===== src/rtl/cpl_pkg.sv =====
package cpl_pkg;
  typedef enum logic [1:0] {
    ACT_NONE = 2'b00,
    ACT_EVEN = 2'b01,
    ACT_ODD  = 2'b10,
    ACT_FULL = 2'b11
  } act_e;
  localparam int NUM_CAND = 4;
endpackage


===== src/rtl/cpl_mask_gen.sv =====
module cpl_mask_gen #(
  parameter int PW = 14
) (
  input  logic [1:0]    code,
  output logic [PW-1:0] mask
);
  import cpl_pkg::*;
  for (genvar i = 0; i < PW; i++) begin : g_bit
    if (i % 2 == 1) begin : g_odd
      assign mask[i] = (code == ACT_ODD) || (code == ACT_FULL);
    end else begin : g_even
      assign mask[i] = (code == ACT_EVEN) || (code == ACT_FULL);
    end
  end
endmodule


===== src/rtl/cpl_pair_class.sv =====
module cpl_pair_class (
  input  logic [1:0] prev_pair,
  input  logic [1:0] cur_pair,
  output logic       single_sw,
  output logic       opposed_sw
);
  logic [1:0] tog;
  assign tog        = prev_pair ^ cur_pair;
  assign single_sw  = tog[0] ^ tog[1];
  assign opposed_sw = tog[0] & tog[1] & (prev_pair[0] ^ prev_pair[1]);
endmodule


===== src/rtl/cpl_ones_count.sv =====
module cpl_ones_count #(
  parameter int N = 13,
  localparam int CNTW = $clog2(N + 1)
) (
  input  logic [N-1:0]    bits,
  output logic [CNTW-1:0] count
);
  always_comb begin
    count = '0;
    for (int i = 0; i < N; i++) count = count + CNTW'(bits[i]);
  end
endmodule


===== src/rtl/cpl_action_pick.sv =====
module cpl_action_pick #(
  parameter int CW = 5
) (
  input  logic [cpl_pkg::NUM_CAND-1:0][CW-1:0] cost,
  output logic [1:0]                           sel
);
  logic [CW-1:0] best;
  always_comb begin
    sel  = 2'd0;
    best = cost[0];
    for (int i = 1; i < cpl_pkg::NUM_CAND; i++) begin
      if (cost[i] < best) begin
        best = cost[i];
        sel  = 2'(i);
      end
    end
  end
endmodule


===== src/rtl/cpl_tx_encoder.sv =====
module cpl_tx_encoder #(
  parameter int LINK_W = 16,
  localparam int PW   = LINK_W - 2,
  localparam int NP   = PW - 1,
  localparam int NW   = $clog2(NP + 1),
  localparam int CW   = $clog2(2 * NP + 1)
) (
  input  logic              clk,
  input  logic              rst_n,
  input  logic              in_valid,
  output logic              in_ready,
  input  logic [PW-1:0]     in_data,
  output logic              out_valid,
  input  logic              out_ready,
  output logic [LINK_W-1:0] out_data
);
  import cpl_pkg::*;

  // candidate order doubles as tie priority
  localparam logic [NUM_CAND-1:0][1:0] CAND_CODE = {ACT_FULL, ACT_EVEN, ACT_ODD, ACT_NONE};

  logic [LINK_W-1:0]             link_q;
  logic                          valid_q;
  logic [PW-1:0]                 ref_pay;
  logic [NUM_CAND-1:0][PW-1:0]   msk;
  logic [NUM_CAND-1:0][PW-1:0]   cand;
  logic [NUM_CAND-1:0][NP-1:0]   one_flag;
  logic [NUM_CAND-1:0][NP-1:0]   two_flag;
  logic [NUM_CAND-1:0][NW-1:0]   one_cnt;
  logic [NUM_CAND-1:0][NW-1:0]   two_cnt;
  logic [NUM_CAND-1:0][CW-1:0]   cost;
  logic [1:0]                    sel;
  logic                          accept;

  assign ref_pay = link_q[PW-1:0];

  for (genvar c = 0; c < NUM_CAND; c++) begin : g_cand
    cpl_mask_gen #(.PW(PW)) u_mask (.code(CAND_CODE[c]), .mask(msk[c]));
    assign cand[c] = in_data ^ msk[c];
    for (genvar j = 0; j < NP; j++) begin : g_pair
      cpl_pair_class u_cls (
        .prev_pair (ref_pay[j+1:j]),
        .cur_pair  (cand[c][j+1:j]),
        .single_sw (one_flag[c][j]),
        .opposed_sw(two_flag[c][j])
      );
    end
    cpl_ones_count #(.N(NP)) u_cnt1 (.bits(one_flag[c]), .count(one_cnt[c]));
    cpl_ones_count #(.N(NP)) u_cnt2 (.bits(two_flag[c]), .count(two_cnt[c]));
    assign cost[c] = CW'(one_cnt[c]) + CW'({two_cnt[c], 1'b0});
  end

  cpl_action_pick #(.CW(CW)) u_pick (.cost(cost), .sel(sel));

  assign in_ready  = !valid_q || out_ready;
  assign accept    = in_valid && in_ready;
  assign out_valid = valid_q;
  assign out_data  = link_q;

  always_ff @(posedge clk) begin
    if (!rst_n) begin
      link_q  <= '0;
      valid_q <= 1'b0;
    end else if (accept) begin
      link_q  <= {CAND_CODE[sel], cand[sel]};
      valid_q <= 1'b1;
    end else if (out_ready) begin
      valid_q <= 1'b0;
    end
  end
endmodule


===== src/rtl/cpl_rx_decoder.sv =====
module cpl_rx_decoder #(
  parameter int LINK_W = 16,
  localparam int PW = LINK_W - 2
) (
  input  logic              in_valid,
  output logic              in_ready,
  input  logic [LINK_W-1:0] in_data,
  output logic              out_valid,
  input  logic              out_ready,
  output logic [PW-1:0]     out_data
);
  logic [PW-1:0] msk;
  cpl_mask_gen #(.PW(PW)) u_mask (.code(in_data[LINK_W-1:LINK_W-2]), .mask(msk));
  assign out_data  = in_data[PW-1:0] ^ msk;
  assign out_valid = in_valid;
  assign in_ready  = out_ready;
endmodule


===== src/rtl/cpl_link_codec.sv =====
module cpl_link_codec #(
  parameter int LINK_W = 16
) (
  input  logic              clk,
  input  logic              rst_n,
  input  logic              tx_in_valid,
  output logic              tx_in_ready,
  input  logic [LINK_W-3:0] tx_in_data,
  output logic              tx_out_valid,
  input  logic              tx_out_ready,
  output logic [LINK_W-1:0] tx_out_data,
  input  logic              rx_in_valid,
  output logic              rx_in_ready,
  input  logic [LINK_W-1:0] rx_in_data,
  output logic              rx_out_valid,
  input  logic              rx_out_ready,
  output logic [LINK_W-3:0] rx_out_data
);
  cpl_tx_encoder #(.LINK_W(LINK_W)) u_enc (
    .clk      (clk),
    .rst_n    (rst_n),
    .in_valid (tx_in_valid),
    .in_ready (tx_in_ready),
    .in_data  (tx_in_data),
    .out_valid(tx_out_valid),
    .out_ready(tx_out_ready),
    .out_data (tx_out_data)
  );

  cpl_rx_decoder #(.LINK_W(LINK_W)) u_dec (
    .in_valid (rx_in_valid),
    .in_ready (rx_in_ready),
    .in_data  (rx_in_data),
    .out_valid(rx_out_valid),
    .out_ready(rx_out_ready),
    .out_data (rx_out_data)
  );
endmodule


===== config.mk =====
export PLATFORM = sky130hd
export DESIGN_NAME = cpl_link_codec
export DESIGN_NICKNAME = d
export VERILOG_FILES = /design/src/rtl/cpl_pkg.sv /design/src/rtl/cpl_mask_gen.sv /design/src/rtl/cpl_pair_class.sv /design/src/rtl/cpl_ones_count.sv /design/src/rtl/cpl_action_pick.sv /design/src/rtl/cpl_tx_encoder.sv /design/src/rtl/cpl_rx_decoder.sv /design/src/rtl/cpl_link_codec.sv
export SDC_FILE = /design/constraint.sdc
export NUM_CORES = 1
export LEC_CHECK = 0
export BUFFER_PORTS_ARGS = -buffer_cell sky130_fd_sc_hd__buf_2
export CAP_MARGIN = 20
export CORE_ASPECT_RATIO = 0.75
export CORE_MARGIN = 2
export CORE_UTILIZATION = 43
export DETAILED_ROUTE_END_ITERATION = 6
export GPL_TIMING_DRIVEN = 0
export PLACE_DENSITY = 0.62
export SYNTH_ARGS = -nofsm -noshare
export SYNTH_HDL_FRONTEND = slang
export SYNTH_SLANG_ARGS = --single-unit

===== constraint.sdc =====
create_clock -name clk -period 25.9 [get_ports clk]
set_input_delay 0 -clock clk [delete_from_list [all_inputs] [get_ports clk]]
set_output_delay 0 -clock clk [all_outputs]
set_load 0.02 [all_outputs]

After elaboration in Yosys (flattened, before gate mapping)
Index checks and enable logic that the tools add are counted.

$add $sub $neg: 100. Equal/unequal tests: 3. Order comparisons: 4. Bitwise logic cells: 225. Muxes and demuxes: 11. Reduce and logical (&&, ||, !) cells: 6.

Operators with widths (count): $add 4x1->4 (72); $and 1x1->1 (104); $xor 2x2->2 (52); $xor 1x1->1 (65); $add 3x1->4 (8); $bmux 14 s2 (1); $add 2x1->3 (8); $add 4x5->5 (4); $add 1x1->2 (8); $lt 5x5->1 (3); $mux 14 (1); $not 14->14 (1); $not 7->7 (2); $xor 14x14->14 (1); $mux 5 (2); $mux 2 (3); $bmux 2 s2 (1); $eq 2x2->1 const B (2); $logic_or 1x1->1 (3); $lt 2x3->1 const B (1); $mux 1 (3); $eq 2x1->1 const B (1); $reduce_bool 2->1 (1); $logic_and 1x1->1 (1); $logic_not 1->1 (1).

Output and inout port bits: 34. Input bits: 36. Word-level logic and storage cells: 351. Flip-flop bits (word level): 17.

Logic depth before layout (Yosys ltp)
Gate-level depths: netlist of the first run.

Word-level depth: 25. Gate-level depth with buffers: 43. Depth with buffers taken out: 43.

Hierarchy
A second synthesis of the first run with hierarchy kept.

Cell total of the unflattened synthesis: 848. Area, all modules: 7711.1 um^2.

By module, submodules not included: cpl_pair_class (sequential area each 0.0 um^2, cells each 5, instances 52, area each 45.0 um^2); cpl_ones_count (sequential area each 0.0 um^2, cells each 29, instances 8, area each 272.8 um^2); cpl_tx_encoder (sequential area each 340.3 um^2, cells each 205, instances 1, area each 2049.5 um^2); cpl_action_pick (sequential area each 0.0 um^2, cells each 65, instances 1, area each 511.7 um^2); cpl_mask_gen (sequential area each 0.0 um^2, cells each 14, instances 5, area each 97.6 um^2); cpl_rx_decoder (sequential area each 0.0 um^2, cells each 16, instances 1, area each 137.6 um^2).

Worst setup path before layout of the first run
Ideal clock, no wire load.

Kind: reg2reg. From: register u_enc.link_q[11] (netlist: u_enc.out_data[11]). To: register u_enc.link_q[13] (netlist: u_enc.out_data[13]). Data required time: 25784 ps. Arrival time: 10235 ps. Path buffers: 0. Stages on the path, launching flop included: 42. Clock period less this slack: 10351 ps. Library setup time: 116 ps. Setup slack: 15549 ps. Cells stage by stage: dfxtp_1 xnor2_1 inv_1 ha_1 nand2_1 fa_1 fa_1 fa_1 inv_1 fa_1 fa_1 ha_1 fa_1 ha_1 inv_1 fa_1 xor2_1 ha_1 [... 6 more ...] a21o_1 a21oi_1 nand2_1 nor2_1 mux2i_1 nand2_1 nor2_1 a21oi_1 ha_1 a21o_1 a21o_1 a211o_1 a31oi_1 o31ai_1 o31ai_4 xnor2_1 nand2_1 o211a_1.

Longest elaborated chain between the ends: 15. Elaborated cells between the ends (all ways): 72. Those cells by class: 28 x add/sub; 3 x order compare; 7 x mux; 34 x bitwise.

Ends and longest elaborated chain: start, declared (line cpl_tx_encoder.sv:22) `logic [LINK_W-1:0] link_q;`; start signal, assigned (line cpl_tx_encoder.sv:65) `link_q <= {CAND_CODE[sel], cand[sel]};`; $xor 2x2->2 (line cpl_pair_class.sv:8) `assign tog = prev_pair ^ cur_pair;`; $and 1x1->1 (2 in series) (line cpl_pair_class.sv:10) `assign opposed_sw = tog[0] & tog[1] & (prev_pair[0] ^ prev_pair[1]);`; $add 4x1->4 (3 in series) (line cpl_ones_count.sv:10) `for (int i = 0; i < N; i++) count = count + CNTW'(bits[i]);`; $add 4x5->5 (line cpl_tx_encoder.sv:50) `assign cost[c] = CW'(one_cnt[c]) + CW'({two_cnt[c], 1'b0});`; $lt 5x5->1 (line cpl_action_pick.sv:12) `if (cost[i] < best) begin`; $mux 5 (line cpl_action_pick.sv:12); $lt 5x5->1 (line cpl_action_pick.sv:12); $mux 5 (line cpl_action_pick.sv:12); $lt 5x5->1 (line cpl_action_pick.sv:12); $mux 2 * (line cpl_action_pick.sv:12); $bmux 14 s2 * (line cpl_tx_encoder.sv:65); $mux 14 (implied by the code) * (line cpl_tx_encoder.sv:65).

Every way passes the cells marked *; elsewhere a longest branch is shown, timed or not. The select of a mux whose other input is x is not followed. A chain may end at the register's enable or synchronous reset.

Worst setup path in the final report of the first run
From: register u_enc.link_q[9] (netlist: u_enc.out_data[9]). To: register u_enc.link_q[1] (netlist: u_enc.out_data[1]).

Longest elaborated chain between the ends: 17. Elaborated cells between the ends (all ways): 88. Those cells by class: 44 x add/sub; 3 x order compare; 7 x mux; 34 x bitwise.

Ends and longest elaborated chain (line): $xor 2x2->2 (cpl_pair_class.sv:8); $and 1x1->1 (2 in series) (cpl_pair_class.sv:10); $add 4x1->4 (5 in series) (cpl_ones_count.sv:10); $add 4x5->5 (cpl_tx_encoder.sv:50); $lt 5x5->1 (cpl_action_pick.sv:12); $mux 5 (cpl_action_pick.sv:12); $lt 5x5->1 (cpl_action_pick.sv:12); $mux 5 (cpl_action_pick.sv:12); $lt 5x5->1 (cpl_action_pick.sv:12); $mux 2 * (cpl_action_pick.sv:12); $bmux 14 s2 * (cpl_tx_encoder.sv:65); $mux 14 (implied by the code) * (cpl_tx_encoder.sv:65).

Marked as above.

==> key figures, run 1 <==
Clocking
  – CTS clk-pin slew, worst paths: 0.06 ns
  – Hold-fix buffers, CTS: 0
  – CTS tree: done
  – CTS sink count: 17
  – Clk root buf: clkbuf_16
  – Skew-Pair Late Insertion Delay: around 0.25 ns
  – Clock buffer depth: 2
  – Post-CTS sizing: 0
  – Cts bufs inserted: 3
  – Setup repair bufs after CTS: 0
  – H-tree depth: 1

Critical path
  – Crit path top cell by count: fa_1
  – Startpoint types: register
  – R2R Path Start: u_enc.out_data[9]
  – CP Class: reg -> reg
  – Critical path's slowest cell: xor2_1
  – Crit-path max FO: 8
  – Reg2reg path depth: 42
  – CP peak stage delay: 0.70 ns
  – Flop2flop setup slack: 14.03 ns
  – WP depth: 42
  – Crit path from: u_enc.out_data[9]
  – CP required: 26.05 ns
  – CP Capture Point: u_enc.out_data[1]
  – Bufs and invs on worst path: 4
  – Worst r2r dst: u_enc.out_data[1]
  – Element type at the critical path end: register
  – Arrival @ worst endpoint: 12.02 ns
  – Delay-heaviest family, CP: adder cells

Floorplan
  – Ports: 70
  – Rows: 34
  – Total die area: 12510 um^2
  – Chip height: ~97 um
  – Die Width: approximately 130 um
  – Starting Density: 43.68%
  – Core area: about 11000 um^2

Drt
  – Total Wirelength: 12560 um
  – Drt first-iter violations: approximately 170
  – Detailed Routing Iterations Pass 1: 5
  – Post-DRT Antenna Nets: 0
  – Via count: 3867
  – Detail-routed via count per cell: 5.219
  – Drt wl/cell: between 15 and 20 um
  – Residual DRC: 0

Timing
  – Setup violators final: 0
  – Tmin final: 11.87 ns
  – Max_slew headroom: 34.18%
  – RSZ-0062 raised after global routing: no
  – Maximum operating frequency: 84.23 MHz
  – Worst Max-Slew Pin Slew: 0.9855 ns
  – Final Cycle Share: 45.84%
  – Final WS setup: 14.03 ns
  – Fin. Hold Viols: 0
  – Setup TNS Final: 0 ns
  – Clock skew: around 0.0076 ns
  – Max-slew violations: 0

Placed design
  – Gpl congestion: 0.9263
  – Pre-CTS setup slack: between 10 and 15 ns
  – Dpl hpwl: 10790 um
  – IO Port Bufs: 64

GRT
  – Met3 Use GR: about 2.7%
  – Busiest layer in global routing: met1
  – M2 GR Usage: 32.57%
  – Grt ovf: 0
  – GRT met1 Usage: roughly a third
  – Pin count of the biggest net entering global routing: 11
  – Global-route usage over all layers: 21.58%
  – Vias in the first global route: about 4000
  – Initial antenna violation count: 0
  – First-pass GRT wire length: 21160 um

Yosys
  – Post-synth top flop: dfxtp_1
  – Post-Syn Area per Cell: 9.449 um^2
  – Top cells by count, synth: 108 x ha_1, 82 x inv_1, 62 x fa_1, 61 x nand2_1, 39 x xor2_1
  – Cell Area, Synth: 4999 um^2
  – Post-synth EDFFs: 0
  – Area contributors post-synth: ha_1 27%, fa_1 25%, xor2_1 6.8%
  – Post-Syn Nets: about 740
  – Mapped Cells: 529
  – Top-count cell post-synth: ha_1
  – Seq cells post-synth: 17
  – Async SR Flop Fraction: 0%
  – Warnings from Yosys: 0
  – Sequential area share after synthesis: 6.809%
  – Share of the synthesized area in the top cell type: 27.03%
  – Synth unique cells: 42
  – Area leader, netlist: ha_1

Cells and area
  – Layout cells sized above 1: around 14%
  – N_diodes: 0
  – Area growth, synth to finish: 11.61%
  – Fin nets: 804

Flow run
  – Max-cap violations: 0

Hold path
  – Hold WC Path Type: in -> reg

Status
  – Status: completed
==> cell usage in the layout (no fill, tap or decap), types with 2 or more instances in the layout <==
cell type,synthesis,final
a21o_1,14,14
o31ai_1,8,8
o21ai_0,5,5
nor2_1,10,10
a211o_1,2,2
and2_1,9,9
a31oi_1,2,2
fa_1,62,62
a21oi_1,17,17
buf_4,2,2
nor3_1,7,7
xnor2_1,26,26
a21boi_0,9,9
ha_1,108,108
nand2_1,61,61
o211a_1,8,8
nand2b_1,4,4
clkbuf_1,7,7
xor2_1,39,39
nand3_1,7,7
mux2i_1,3,3
dfxtp_1,17,17
clkbuf_16,0,3
nor2b_1,2,2
inv_1,82,82
buf_2,0,64
==> layout make-up <==
cell class                      count  area [um^2]
Fill cell                        1079         5864
Multi-Input combinational cell    421         4309
Sequential cell                    17        340.3
Timing Repair Buffer               64        320.3
Inverter                           82        307.8
Tap cell                          144        180.2
Clock buffer                        3        75.07
Buffer                              9        41.29
Clock inverter                      1        5.005
==> state kept, by name (all words and copies together) (netlist names) <==
register / count
u_enc.out_data: 16
u_enc.out_valid: 1
==> how the worst min path moves through the flow <==
stage                                  to  cells after the start  slack [ns]          from
after global routing      u_enc.out_valid                      3        0.04   tx_in_valid
after detailed placement      rx_in_ready                      2        0.22  rx_out_ready
final                     u_enc.out_valid                      3        0.02   tx_in_valid
after floorplan               rx_in_ready                      1        0.11  rx_out_ready
after global placement       rx_out_valid                      2        0.22   rx_in_valid
after CTS                 u_enc.out_valid                      3        0.02   tx_in_valid
==> worst min-delay path, stage by stage <==
cell	delay, ns
buf_2	0.11
inv_1	0.04
a21boi_0	0.07
==> stage by stage <==
step,std cells,hold WS (ns),util [%],instance area (um^2)
3_5_place_dp,737,0.2190,48.05,5499
4_1_cts,741,0.02371,48.75,5579
6_report,741,0.02244,48.75,5579
3_3_place_gp,737,0.2189,48.05,5499
2_1_floorplan,529,0.1126,-,4999
5_1_grt,741,0.04188,48.75,5579
==> metal layers <==
| layer | routed length (um) | share of wire, % | up-vias |
|---|---|---|---|
| met5 | 0 | 0 | - |
| met4 | 61 | 0.49 | 0 |
| met3 | 829 | 6.6 | 8 |
| met2 | 5453 | 43 | 121 |
| met1 | 6214 | 49 | 1856 |
| li1 | - | - | 1882 |
==> kinds of logic (layout without fill, tap and decap cells) <==
group,after synthesis,after routing,synth area share [%]
AOI/OAI and AO/OA,75,75,12.09
xor gates and xnor gates,66,66,11.84
adders and majority gates,170,170,51.86
buffers and inverters,91,159,6.984
DFF,17,17,6.809
muxes,3,3,0.6008
and+or+nand+nor,107,107,9.812
Power of run 1 is not shown: default switching activity piles up to over one toggle a cycle in this logic, so the estimate is an artifact.
==> run 2: changes to the inputs <==
--- a/config.mk
+++ b/config.mk
@@ -5,6 +5,7 @@
 export SDC_FILE = /design/constraint.sdc
 export NUM_CORES = 1
 export LEC_CHECK = 0
+export ABC_AREA = 1
 export BUFFER_PORTS_ARGS = -buffer_cell sky130_fd_sc_hd__buf_2
 export CAP_MARGIN = 20
 export CORE_ASPECT_RATIO = 0.75
@@ -12,7 +13,7 @@
 export CORE_UTILIZATION = 43
 export DETAILED_ROUTE_END_ITERATION = 6
 export GPL_TIMING_DRIVEN = 0
-export PLACE_DENSITY = 0.62
+export PLACE_DENSITY = 0.61
 export SYNTH_ARGS = -nofsm -noshare
 export SYNTH_HDL_FRONTEND = slang
 export SYNTH_SLANG_ARGS = --single-unit
==> constraint.sdc (replaced) <==
create_clock -name clk -period 11.75 [get_ports clk]
set_input_delay 0 -clock clk [delete_from_list [all_inputs] [get_ports clk]]
set_output_delay 0 -clock clk [all_outputs]
set_load 0.02 [all_outputs]
==> run 2 against run 1 <==
Maximum frequency rose by 15%. Synthesized cell count grew 21%. Worst setup slack worse by 13 ns. Design area grew 5.2%. First-iteration DRC count is 31% higher. Sequential share of layout area down 0.30 points. Via count increased by 12%. Sequential cell count unchanged. Final cell count up 18%. Routed wire length up 6.1%. Area after synthesis is 5.3% higher.
==> key figures, run 2 <==
Clocking
  – Setup repair bufs after CTS: 0
  – Clk root buf: clkbuf_16
  – Cts bufs inserted: 3
  – H-tree depth: 1
  – Post-CTS sizing: 0
  – CTS clk-pin slew, worst paths: 0.05 ns
  – Clock buffer depth: 2
  – CTS tree: done
  – Hold-fix buffers, CTS: 0
  – Skew-Pair Late Insertion Delay: 0.25 ns
  – CTS sink count: 17

Timing
  – Clock skew: 0.001251 ns
  – WHS: 0.03459 ns
  – Fin. Hold Viols: 0
  – Max-slew violations: 0
  – Final Cycle Share: 87.75%
  – Max_slew headroom: 35.63%
  – Setup TNS Final: 0 ns
  – Worst Max-Slew Pin Slew: roughly 0.96 ns
  – Maximum operating frequency: 96.99 MHz
  – Setup violators final: 0
  – Tmin final: 10.31 ns
  – RSZ-0062 raised after global routing: no

Cells and area
  – Area of the multi-input gates: 4431 um^2
  – Filler cell count: 1140
  – N_diodes: 0
  – Area growth, synth to finish: 11.53%
  – Commonest cells after routing, fill and taps aside: 157 x nand2_1, 108 x ha_1, 98 x inv_1
  – Max FFs per register: 16
  – Fin nets: 916
  – Reg area: between 300 and 400 um^2
  – Commonest non-fill, non-tap cell in the layout: nand2_1
  – Layout cells sized above 1: ~17%

Drt
  – Total Wirelength: 13320 um
  – Detailed Routing Iterations Pass 1: 4
  – Detail-routed via count per cell: slightly below 5
  – Drt first-iter violations: 227
  – Residual DRC: 0
  – Via count: 4328
  – Drt wl/cell: around 15 um
  – Post-DRT Antenna Nets: 0

Yosys
  – Seq cells post-synth: 17
  – Area leader, netlist: ha_1
  – Sequential area share after synthesis: roughly 6.5%
  – Post-Syn Nets: 846
  – Mapped Cells: 640
  – Post-synth EDFFs: 0
  – Area contributors post-synth: ha_1 26%, fa_1 24%, nand2_1 11%
  – Top-count cell post-synth: nand2_1
  – Share of the synthesized area in the top cell type: 25.67%
  – Synth unique cells: 30
  – Warnings from Yosys: 0
  – Post-Syn Area per Cell: 8.225 um^2
  – Cell Area, Synth: 5264 um^2
  – Top cells by count, synth: 157 x nand2_1, 108 x ha_1, 98 x inv_1, 62 x fa_1, 36 x xor2_1
  – Async SR Flop Fraction: 0%
  – Post-synth top flop: dfxtp_1

Floorplan
  – Chip height: between 90 and 100 um
  – Rows: 34
  – Starting Density: 44.67%
  – Ports: 70
  – Core area: 11780 um^2
  – Total die area: 13150 um^2
  – Die Width: around 130 um

Placed design
  – Dpl hpwl: about 12000 um
  – Gpl congestion: 0.9093
  – IO Port Bufs: 65

Critical path
  – CP peak stage delay: 0.79 ns
  – Startpoint types: register
  – Critical path's slowest cell: xnor2_1
  – CP required: 11.89 ns
  – Element type at the critical path end: register
  – Arrival @ worst endpoint: approximately 10 ns
  – Crit-path max FO: 10
  – Crit path top cell by count: fa_1
  – CP Class: reg -> reg

Flow run
  – Max-cap violations: 0

GRT
  – Pin count of the biggest net entering global routing: 11
  – Initial antenna violation count: 0
  – First-pass GRT wire length: 22310 um
  – Grt ovf: 0
  – Vias in the first global route: 4510
  – Global-route usage over all layers: between 20% and 30%

Status
  – Status: completed

Hold path
  – Hold WC Path Type: in -> reg
[run 2: routing by layer]
layer / vias to the layer above / GRT usage (%) / part of all wire, %
met1: 2055 / 29.97 / 47
met3: 12 / 2.778 / 5.5
met2: 109 / 35.60 / 46
met4: 0 / 3.010 / 1.1
li1: 2152 / - / -
met5: - / 0 / 0
[run 2: final cells by class]
cell class,instances,share of cell area (%)
Tap cell,162,3.453
Multi-Input combinational cell,510,75.47
Inverter,100,6.394
Buffer,13,2.003
Sequential cell,17,5.797
Clock buffer,4,1.343
Timing Repair Buffer,65,5.541
[run 2: logic make-up (layout without fill, tap and decap cells)]
| family | after synthesis | in the layout | share of synthesized area, % |
|---|---|---|---|
| adders and majority gates | 170 | 170 | 49.25 |
| xor gates and xnor gates | 54 | 54 | 8.985 |
| DFF | 17 | 17 | 6.465 |
| AOI/OAI and AO/OA | 50 | 50 | 6.085 |
| buffers and inverters | 113 | 182 | 9.365 |
| and+or+nand+nor | 236 | 236 | 19.85 |
[run 2: critical path, delay by kind of cell (launching register included)]
family	cells	cell delay, ns
buffers and inverters	5	0.76
and+or+nand+nor	14	1.08
DFF	1	0.37
adders and majority gates	13	5.38
AOI/OAI and AO/OA	8	1.53
xor gates and xnor gates	2	1.07
[run 2: worst paths after layout]
check,cells past startpoint,slack (ns),to,from
worst max-delay path,42,1.44,u_enc.out_data[2],u_enc.out_data[11]
worst min-delay path,3,0.03,u_enc.out_data[5],rst_n
worst max register to register,42,1.44,u_enc.out_data[2],u_enc.out_data[11]
worst min register to register,2,0.47,u_enc.out_data[15],u_enc.out_data[15]
[run 2: stage by stage]
step	instances	worst slack [ns]	util [%]	area, um^2
2_1_floorplan	640	2.716	-	5264
3_3_place_gp	867	1.565	49.15	5792
3_5_place_dp	867	1.394	49.15	5792
4_1_cts	871	1.345	49.82	5871
5_1_grt	871	0.5625	49.82	5871
6_report	871	1.439	49.82	5871
Power of run 2 is left out for the same reason.
==> run 3: changes to the inputs <==
--- a/config.mk
+++ b/config.mk
@@ -7,13 +7,13 @@
 export LEC_CHECK = 0
 export ABC_AREA = 1
 export BUFFER_PORTS_ARGS = -buffer_cell sky130_fd_sc_hd__buf_2
-export CAP_MARGIN = 20
+export CAP_MARGIN = 40
 export CORE_ASPECT_RATIO = 0.75
 export CORE_MARGIN = 2
 export CORE_UTILIZATION = 43
 export DETAILED_ROUTE_END_ITERATION = 6
 export GPL_TIMING_DRIVEN = 0
-export PLACE_DENSITY = 0.61
+export PLACE_DENSITY = 0.63
 export SYNTH_ARGS = -nofsm -noshare
 export SYNTH_HDL_FRONTEND = slang
 export SYNTH_SLANG_ARGS = --single-unit
==> run 3 against run 2 <==
Non-clock buffer count unchanged. Largest cell class unchanged. Critical path depth stayed put. Sequential share of layout area unchanged. Register-to-register slack better by 0.04 ns. Clock-buffer cell count did not move. Worst setup slack improved by 0.044 ns. Routed wire length is 0.56% lower. Clock skew rose by 0.0013 ns. Design area unchanged. Sequential cell count unchanged. Die area unchanged.
==> key figures, run 3 (synthesized netlist as in run 2, its figures left out) <==
Status
  – Status: completed

Clocking
  – Hold-fix buffers, CTS: 0
  – Cts bufs inserted: 3
  – Clock buffer depth: 2
  – Setup repair bufs after CTS: 0
  – CTS clk-pin slew, worst paths: 0.05 ns
  – Clk root buf: clkbuf_16
  – Post-CTS sizing: 0
  – H-tree depth: 1
  – CTS sink count: 17
  – CTS tree: done
  – Skew-Pair Late Insertion Delay: 0.25 ns

Critical path
  – Crit path top cell by count: fa_1
  – Reg2reg path depth: 42
  – Delay-heaviest family, CP: adder cells
  – CP Class: reg -> reg
  – Startpoint types: register
  – Arrival @ worst endpoint: 10.41 ns
  – Crit-path max FO: 10
  – Element type at the critical path end: register
  – Worst r2r dst: u_enc.out_data[0]
  – R2R Path Start: u_enc.out_data[11]
  – CP peak stage delay: roughly 0.75 ns
  – Flop2flop setup slack: approximately 1.5 ns
  – Critical path's slowest cell: xnor2_1
  – Bufs and invs on worst path: 5
  – CP required: 11.89 ns

Floorplan
  – Die Width: approximately 130 um
  – Chip height: roughly 100 um
  – Core area: 11780 um^2
  – Starting Density: 44.67%
  – Rows: 34
  – Total die area: 13150 um^2
  – Ports: 70

Cells and area
  – Commonest cells after routing, fill and taps aside: 157 x nand2_1, 108 x ha_1, 98 x inv_1
  – Filler cell count: 1134
  – Commonest non-fill, non-tap cell in the layout: nand2_1
  – Layout Cells excl Fill: 871
  – Area growth, synth to finish: 11.53%
  – N_diodes: 0
  – Fin nets: 916
  – Layout cells sized above 1: roughly 17%
  – Max FFs per register: 16

Timing
  – Max-slew violations: 0
  – Setup TNS Final: 0 ns
  – Setup violators final: 0
  – Worst Max-Slew Pin Slew: 0.8885 ns
  – Maximum operating frequency: slightly below 100 MHz
  – Final Cycle Share: 87.38%
  – Clock skew: around 0.0025 ns
  – Max_slew headroom: approximately two fifths
  – RSZ-0062 raised after global routing: no
  – Fin. Hold Viols: 0
  – Tmin final: 10.27 ns

Hold path
  – Hold WC Path Type: in -> reg
  – Hold Crit Depth: 3
  – End of the worst hold path: u_enc.out_data[4]
  – Hold path startpoint: rst_n

Drt
  – Detailed Routing Iterations Pass 1: 5
  – Drt wl/cell: 15.21 um
  – Post-DRT Antenna Nets: 0
  – Total Wirelength: 13250 um
  – Detail-routed via count per cell: 4.947
  – Residual DRC: 0
  – Drt first-iter violations: 186
  – Via count: 4309

GRT
  – Grt ovf: 0
  – M2 GR Usage: 35.68%
  – Busiest layer in global routing: met2
  – Vias in the first global route: 4454
  – GRT met1 Usage: 29.10%
  – Global-route usage over all layers: 20.85%
  – Met3 Use GR: 3.384%
  – First-pass GRT wire length: 21910 um
  – Initial antenna violation count: 0
  – Pin count of the biggest net entering global routing: 11

Placed design
  – Cells after DPL: 867
  – Gpl congestion: slightly above 0.9
  – Dpl hpwl: 11710 um
  – IO Port Bufs: 65

Flow run
  – Max-cap violations: 0
[run 3: cell counts in the layout (fill, tap and decap cells not counted)]
No cell type changed its count.
[run 3: worst max path at each step]
stage | start | endpoint | slack [ns] | cells after the start
after floorplan | u_enc.out_data[11] | u_enc.out_data[13] | 2.72 | 42
after global placement | u_enc.out_data[11] | u_enc.out_data[2] | 1.70 | 42
after detailed placement | u_enc.out_data[11] | u_enc.out_data[0] | 1.57 | 42
after CTS | u_enc.out_data[11] | u_enc.out_data[0] | 1.51 | 42
after global routing | u_enc.out_data[11] | u_enc.out_data[0] | 0.74 | 42
final | u_enc.out_data[11] | u_enc.out_data[0] | 1.48 | 42
[run 3: through the flow]
| stage | worst slack [ns] | utilization (%) | area [um^2] | hold WS, ns |
|---|---|---|---|---|
| finish | 1.483 | 49.82 | 5871 | 0.03289 |
| global route | 0.7362 | 49.82 | 5871 | 0.03279 |
| detailed placement | 1.570 | 49.15 | 5792 | 0.2188 |
| floorplan | 2.716 | - | 5264 | 0.1126 |
| global placement | 1.701 | 49.15 | 5792 | 0.2205 |
| CTS | 1.505 | 49.82 | 5871 | 0.02858 |
[run 3: tightest hold or removal path, cell delays in order]
cell	delay [ns]
buf_2	0.14
nand2_1	0.07
nor2_1	0.03
[run 3: cell type report]
class	count	area, um^2	area share (%)
clock buffers	4	78.83	1.343
repair buffers	65	325.3	5.541
inverters	100	375.4	6.394
plain buffers	13	117.6	2.003
flip-flops and latches	17	340.3	5.797
multi-input cells	510	4431	75.47
well taps	162	202.7	3.453
[run 3: metal layers]
metal	routed length, um	share of wire (%)
met1	6364	48
met2	6228	47
met3	602	4.5
met4	53	0.40
met5	0	0
Power of run 3 is left out for the same reason.
